==> src/rtl/sha2_sched_pkg.sv <==
package sha2_sched_pkg;
  localparam int unsigned WORD_W = 32;
  localparam int unsigned LANES  = 4;
  localparam int unsigned VEC_W  = WORD_W * LANES;
  localparam int unsigned ROT_A  = 7;
  localparam int unsigned ROT_B  = 18;
  localparam int unsigned SHR_C  = 3;

  typedef logic [WORD_W-1:0] word_t;

  // Reference form for assertions; written as a doubled-word slice
  function automatic word_t sig0_ref(input word_t x);
    logic [2*WORD_W-1:0] dbl;
    dbl = {x, x};
    return dbl[ROT_A +: WORD_W] ^ dbl[ROT_B +: WORD_W] ^ word_t'(x >> SHR_C);
  endfunction
endpackage

==> src/rtl/sha2_sig0.sv <==
module sha2_sig0 #(
  parameter int unsigned W  = 32,
  parameter int unsigned RA = 7,
  parameter int unsigned RB = 18,
  parameter int unsigned SC = 3
) (
  input  logic [W-1:0] x_i,
  output logic [W-1:0] y_o
);
  logic [W-1:0] rot_a, rot_b, shr_c;

  always_comb begin
    rot_a = (x_i >> RA) | (x_i << (W - RA));
    rot_b = (x_i >> RB) | (x_i << (W - RB));
    shr_c = x_i >> SC;
    y_o   = rot_a ^ rot_b ^ shr_c;
  end
endmodule

==> src/rtl/sha2_lane_add.sv <==
module sha2_lane_add #(
  parameter int unsigned W = 32
) (
  input  logic [W-1:0] a_i,
  input  logic [W-1:0] b_i,
  output logic [W-1:0] sum_o
);
  // carry out is dropped: lanes stay isolated
  always_comb sum_o = a_i + b_i;
endmodule

==> src/rtl/sha2_pipe_reg.sv <==
module sha2_pipe_reg #(
  parameter int unsigned W = 128
) (
  input  logic         clk_i,
  input  logic         rst_ni,
  input  logic         valid_i,
  input  logic [W-1:0] data_i,
  output logic         valid_o,
  output logic [W-1:0] data_o
);
  always_ff @(posedge clk_i or negedge rst_ni) begin
    if (!rst_ni) begin
      valid_o <= 1'b0;
      data_o  <= '0;
    end else begin
      valid_o <= valid_i;
      if (valid_i) data_o <= data_i;
    end
  end
endmodule

==> src/rtl/sha2_sched_pre.sv <==
module sha2_sched_pre
  import sha2_sched_pkg::*;
(
  input  logic             clk_i,
  input  logic             rst_ni,
  input  logic             in_valid_i,
  input  logic [VEC_W-1:0] src_a_i,
  input  logic [VEC_W-1:0] src_b_i,
  output logic             out_valid_o,
  output logic [VEC_W-1:0] result_o
);
  word_t            words [LANES+1];
  logic [VEC_W-1:0] sum_vec;

  always_comb begin
    for (int k = 0; k < LANES; k++) words[k] = src_a_i[k*WORD_W +: WORD_W];
    words[LANES] = src_b_i[WORD_W-1:0];
  end

  for (genvar g = 0; g < LANES; g++) begin : g_lane
    word_t sig;

    sha2_sig0 #(.W(WORD_W), .RA(ROT_A), .RB(ROT_B), .SC(SHR_C)) i_sig (
      .x_i (words[g+1]),
      .y_o (sig)
    );

    sha2_lane_add #(.W(WORD_W)) i_add (
      .a_i   (words[g]),
      .b_i   (sig),
      .sum_o (sum_vec[g*WORD_W +: WORD_W])
    );

    assert_lane_sum_R3: assert property (@(posedge clk_i) disable iff (!rst_ni)
      in_valid_i |=> result_o[g*WORD_W +: WORD_W] ==
        $past(src_a_i[g*WORD_W +: WORD_W] + sig0_ref(
          (g == LANES-1) ? src_b_i[WORD_W-1:0] : src_a_i[(g+1)*WORD_W +: WORD_W])));
  end

  sha2_pipe_reg #(.W(VEC_W)) i_pipe (
    .clk_i   (clk_i),
    .rst_ni  (rst_ni),
    .valid_i (in_valid_i),
    .data_i  (sum_vec),
    .valid_o (out_valid_o),
    .data_o  (result_o)
  );

  assert_valid_follow_R5: assert property (@(posedge clk_i) disable iff (!rst_ni)
    in_valid_i |=> out_valid_o);
  assert_valid_idle_R5: assert property (@(posedge clk_i) disable iff (!rst_ni)
    !in_valid_i |=> !out_valid_o);
  assert_result_hold_R6: assert property (@(posedge clk_i) disable iff (!rst_ni)
    !in_valid_i |=> $stable(result_o));
endmodule

==> config.mk <==
export PLATFORM = sky130hd
export DESIGN_NAME = sha2_sched_pre
export DESIGN_NICKNAME = d
export VERILOG_FILES = /design/src/rtl/sha2_sched_pkg.sv /design/src/rtl/sha2_sig0.sv /design/src/rtl/sha2_lane_add.sv /design/src/rtl/sha2_pipe_reg.sv /design/src/rtl/sha2_sched_pre.sv
export SDC_FILE = /design/constraint.sdc
export NUM_CORES = 1
export LEC_CHECK = 0
export ABC_AREA = 1
export BUFFER_PORTS_ARGS = -buffer_cell sky130_fd_sc_hd__buf_2
export CAP_MARGIN = 10
export CORE_MARGIN = 2
export CORE_UTILIZATION = 57
export DETAILED_ROUTE_END_ITERATION = 12
export PLACE_DENSITY = 0.84
export SYNTH_ARGS = -nofsm -noshare
export SYNTH_HDL_FRONTEND = slang
export SYNTH_SLANG_ARGS = --single-unit
==> constraint.sdc <==
create_clock -name clk_i -period 0.8 [get_ports clk_i]
set_input_delay 0.12 -clock clk_i [delete_from_list [all_inputs] [get_ports clk_i]]
set_output_delay 0.12 -clock clk_i [all_outputs]
set_load 0.02 [all_outputs]
==> flow_metrics.py, run 1 <==
metrics = {
    "clock_network": {
        "cts_max_level": 4,
        "cts-root-buf": "clkbuf_16",
        "ctsResizeCount": 1187,
        "cts_setup_buffers": 97,
        "cts_hold_buf": 1,
        "cts_buffers": 17,
        "clock_sinks": 129,
        "clk_path_buf_depth": 2,
    },
    "synth": {
        "syn_area_mm2": 0.0168,
        "synth-seq-area-share": 0.192,
        "synth_top_cell_by_area": "nand2_1",
        "syn_nets": 3227,
        "yosysWarningCount": 0,
        "synth_cells": 2828,
        "yosys-top-cells-area": "nand2_1 (24%), dfrtp_1 (19%), inv_1 (13%)",
        "synth-edff-count": 0,
        "synth.top_cell.area_share": 0.243,
        "synth_cell_types": 29,
        "ys_ff_latch": 129,
        "syn_avg_cell_area_um2": 5.95,
        "ys_async_sr_fraction": 1.00,
        "synthFlopType": "dfrtp_1",
    },
    "floorplan": {
        "rows": 62,
        "initial_utilization": 0.583,
        "die_h_um": 176,
        "die-width_um": 176,
        "ios": 388,
    },
    "run_status": {
        "firstError": "[ERROR DPL-0038] Utilization greater than 100%, impossible to legalize",
        "outcome": "stopped before the end",
        "lastStage": "clock tree synthesis (4_1_cts)",
    },
    "place": {
        "port_buffers": 291,
        "place_congestion": 1.04,
        "dpl.hpwl_um": 54700,
        "placedCellCount": 3847,
    },
}
[logic make-up after synthesis]
logic type / Yosys count / share of synthesized area
buffers and inverters: 604 / 0.137
AOI/OAI and AO/OA: 161 / 0.0512
DFF: 129 / 0.192
adders and majority gates: 140 / 0.106
and+or+nand+nor: 1498 / 0.360
xor gates and xnor gates: 296 / 0.154
[metrics by stage]
stage	setup slack [ns]	instance area, µm²
after floorplan	-0.952	19100
after global placement	-1.44	23900
after detailed placement	-1.48	23900
[synth_stat cells (all sizes together), types with 14 or more instances]
master / n
nand3b: 18
xor2: 130
nand3: 182
a21oi: 87
nor2: 159
nand2: 1104
nor3: 14
ha: 136
dfrtp: 129
o21ai: 58
xnor2: 166
buf: 20
inv: 576
==> inputs of run 2 (changes only) <==
Settings changed: CORE_UTILIZATION 57 to 40, PLACE_DENSITY 0.84 to not set, PLACE_DENSITY_LB_ADDON set to 0.15.
==> flow_metrics.py, run 2 <==
metrics = {
    "run_status": {
        "outcome": "complete, but fails checks",
        "violations": "setup timing",
    },
    "worst_setup_path": {
        "start_kind": "input port",
        "cp_top_family": "simple AND/OR/NAND/NOR gates",
        "crit_fanout": 4,
        "crit_chain": "buf_12 -> xnor2_4 -> xor2_2 -> inv_2 -> ha_4 -> inv_2 -> fa_2 -> inv_2 -> nand3_2 -> nand3_4 -> nand3_4 -> nand3_4 -> nand2_4 -> nand2_2 -> nand2_1 -> nand3_1 -> nand2_1",
        "cp.required_ns": 1.19,
        "critPathKind": "input port to flip-flop",
        "arrival_ns": 2.07,
        "worst_setup_path_end_kind": "flip-flop",
        "crit_slowest_cell": "fa_2",
        "path_buf_inv": 4,
        "max_stage_delay_ns": 0.34,
    },
    "grt": {
        "antenna_found_initial": 1,
        "grt_overflow": 0,
        "grt_pass1_vias": 20876,
        "track_usage": 0.335,
        "grt_pass1_wl_um": 113000,
        "grt_max_degree": 35,
    },
    "timing": {
        "fin_crit_sh": 2.10,
        "setup_violations": 254,
        "worst_pin_slew_ns": 0.335,
        "rsz0062_at_grt": "yes",
        "hold_violations": 0,
        "finalCriticalPeriod_ns": 1.68,
        "fmax_mhz": 595,
        "slew_headroom": 0.775,
        "setup_tns_ns": -131.88,
        "clock_skew_ns": 0,
        "layout_setup_ws_ns": -0.882,
        "finalMaxSlewViolations": 0,
    },
    "floorplan": {
        "ios": 388,
        "die-width_um": 209,
        "die_h_um": 209,
        "dieArea_mm2": 0.0437,
        "initial_utilization": 0.403,
        "rows": 75,
        "core-area_mm2": 0.0418,
    },
    "synth": {
        "synth.top_cell.area_share": 0.243,
        "yosysWarningCount": 0,
        "yosysMostFrequentCell": "nand2_1",
        "syn_avg_cell_area_um2": 5.95,
        "synth-seq-area-share": 0.192,
        "synth-edff-count": 0,
        "yosys-top-cells-area": "nand2_1 (24%), dfrtp_1 (19%), inv_1 (13%)",
        "synthTopCellsByCount": "nand2_1 (1087), inv_1 (575), nand3_1 (179), xnor2_1 (166), nor2_1 (154)",
        "synth_cell_types": 29,
        "synth_top_cell_by_area": "nand2_1",
        "syn_nets": 3227,
        "synth_cells": 2828,
        "ys_ff_latch": 129,
        "ys_async_sr_fraction": 1.00,
        "synthFlopType": "dfrtp_1",
        "syn_area_mm2": 0.0168,
    },
    "drt": {
        "drc_errors": 0,
        "wire_per_inst_um": 18.8,
        "routed_wl_um": 78900,
        "drt-pass1-iter-count": 5,
        "drt_iter0_markers": 1243,
        "drtAntennaViolNets": 0,
        "avgViaCountPerCell": 5.06,
        "vias": 21286,
    },
    "clock_network": {
        "clock_latency_ns": 0.49,
        "clk_path_buf_depth": 2,
        "cts-root-buf": "clkbuf_16",
        "cts_max_level": 4,
        "clkSlewWorstSetupHoldPaths_ns": 0.06,
        "clock_sinks": 129,
        "cts_tree": "built",
        "cts_buffers": 17,
    },
    "pwr": {
        "power_density_mw_per_mm2": 1980,
        "power.total_w": 0.0651,
        "worst_ir_drop_vdd_uv": 1830,
        "leakagePower_nw": 17.2,
    },
    "cells_and_area": {
        "largestRegisters": "i_pipe.data_o: 128 flops, i_pipe.valid_o: 1 flops",
        "layout_commonest_cell": "nand2_1",
        "top_register": "i_pipe.data_o",
        "final_cell_mix": "nand2_1 (692), buf_4 (459), inv_1 (444), nand2_2 (276), buf_6 (229)",
        "largest_register_ffs": 128,
        "fill_cells": 2871,
        "drive_gt1_frac": 0.553,
        "area_growth_pct": 95.4,
        "final_nets": 4053,
    },
    "job": {
        "cap_violations": 0,
    },
    "place": {
        "port_buffers": 291,
        "dpl.hpwl_um": 58200,
        "place_ws_ns": -1.51,
        "place_congestion": 0.967,
    },
    "min_path": {
        "min_path_type": "input port to flip-flop",
    },
}
==> run 2: layout make-up <==
class / instances / area [µm²] / area share
flip-flops and latches: 129 / 3230 / 0.0984
clock buffers: 19 / 443 / 0.0135
diodes: 1 / 2.50 / 0.0000762
inverters: 576 / 2200 / 0.0671
well taps: 539 / 674 / 0.0205
repair buffers: 835 / 7630 / 0.232
multi-input cells: 2095 / 18500 / 0.563
clock inverters: 13 / 185 / 0.00564
==> run 2: logic make-up after synthesis <==
family          after synthesis  synth area share
buf+inv                     604             0.137
simple gates               1498             0.360
fa+ha+maj                   140             0.106
xor+xnor                    296             0.154
compound gates              161            0.0512
flops                       129             0.192
==> run 2: through the flow <==
stage | hold WS (ns) | instances | area, µm² | util
6_report | 0.0234 | 4207 | 32900 | 0.787
5_1_grt | 0.0285 | 4207 | 32900 | 0.787
4_1_cts | 0.0132 | 4146 | 30000 | 0.718
3_5_place_dp | 0.00525 | 4022 | 24200 | 0.580
3_3_place_gp | 0.00703 | 4022 | 24200 | 0.580
2_1_floorplan | -0.176 | 2828 | 19100 | -
==> run 2: what timing repair did <==
item	4_1_cts	5_1_grt
pin swaps	396	442
hold buffers	2	0
resized for setup	1131	600
hold endpoints to repair	130	0
setup buffers	105	75
endpoints found under the setup margin	256	253
==> run 2: routing by layer <==
metal,wire length [µm],global-route usage
met5,0,0
met4,3720,0.150
met3,4070,0.0469
met2,39300,0.583
met1,31800,0.411
==> run 2: report_power, final <==
part	switching, W	total (W)	internal [W]	leakage (nW)
sequential	0.00170	0.0101	0.00845	1.55
clock	0.00352	0.00880	0.00527	0.292
combinational	0.0242	0.0462	0.0219	15.3
total	0.0295	0.0651	0.0356	17.2
==> run 2: final timing paths <==
kind,startpoint,end,slack (ns),cells past startpoint
max,src_a_i[114],i_pipe.data_o[92]$_DFFE_PN0P_,-0.88,17
min,in_valid_i,i_pipe.valid_o$_DFF_PN0_,0.02,2
max reg2reg,i_pipe.data_o[35]$_DFFE_PN0P_,i_pipe.data_o[35]$_DFFE_PN0P_,-0.10,4
min reg2reg,i_pipe.data_o[29]$_DFFE_PN0P_,i_pipe.data_o[29]$_DFFE_PN0P_,0.50,2
max in group asynchronous,rst_ni,i_pipe.data_o[91]$_DFFE_PN0P_,0.25,3
min in group asynchronous,rst_ni,i_pipe.data_o[30]$_DFFE_PN0P_,0.07,2
(Power assumes the default switching activity.)
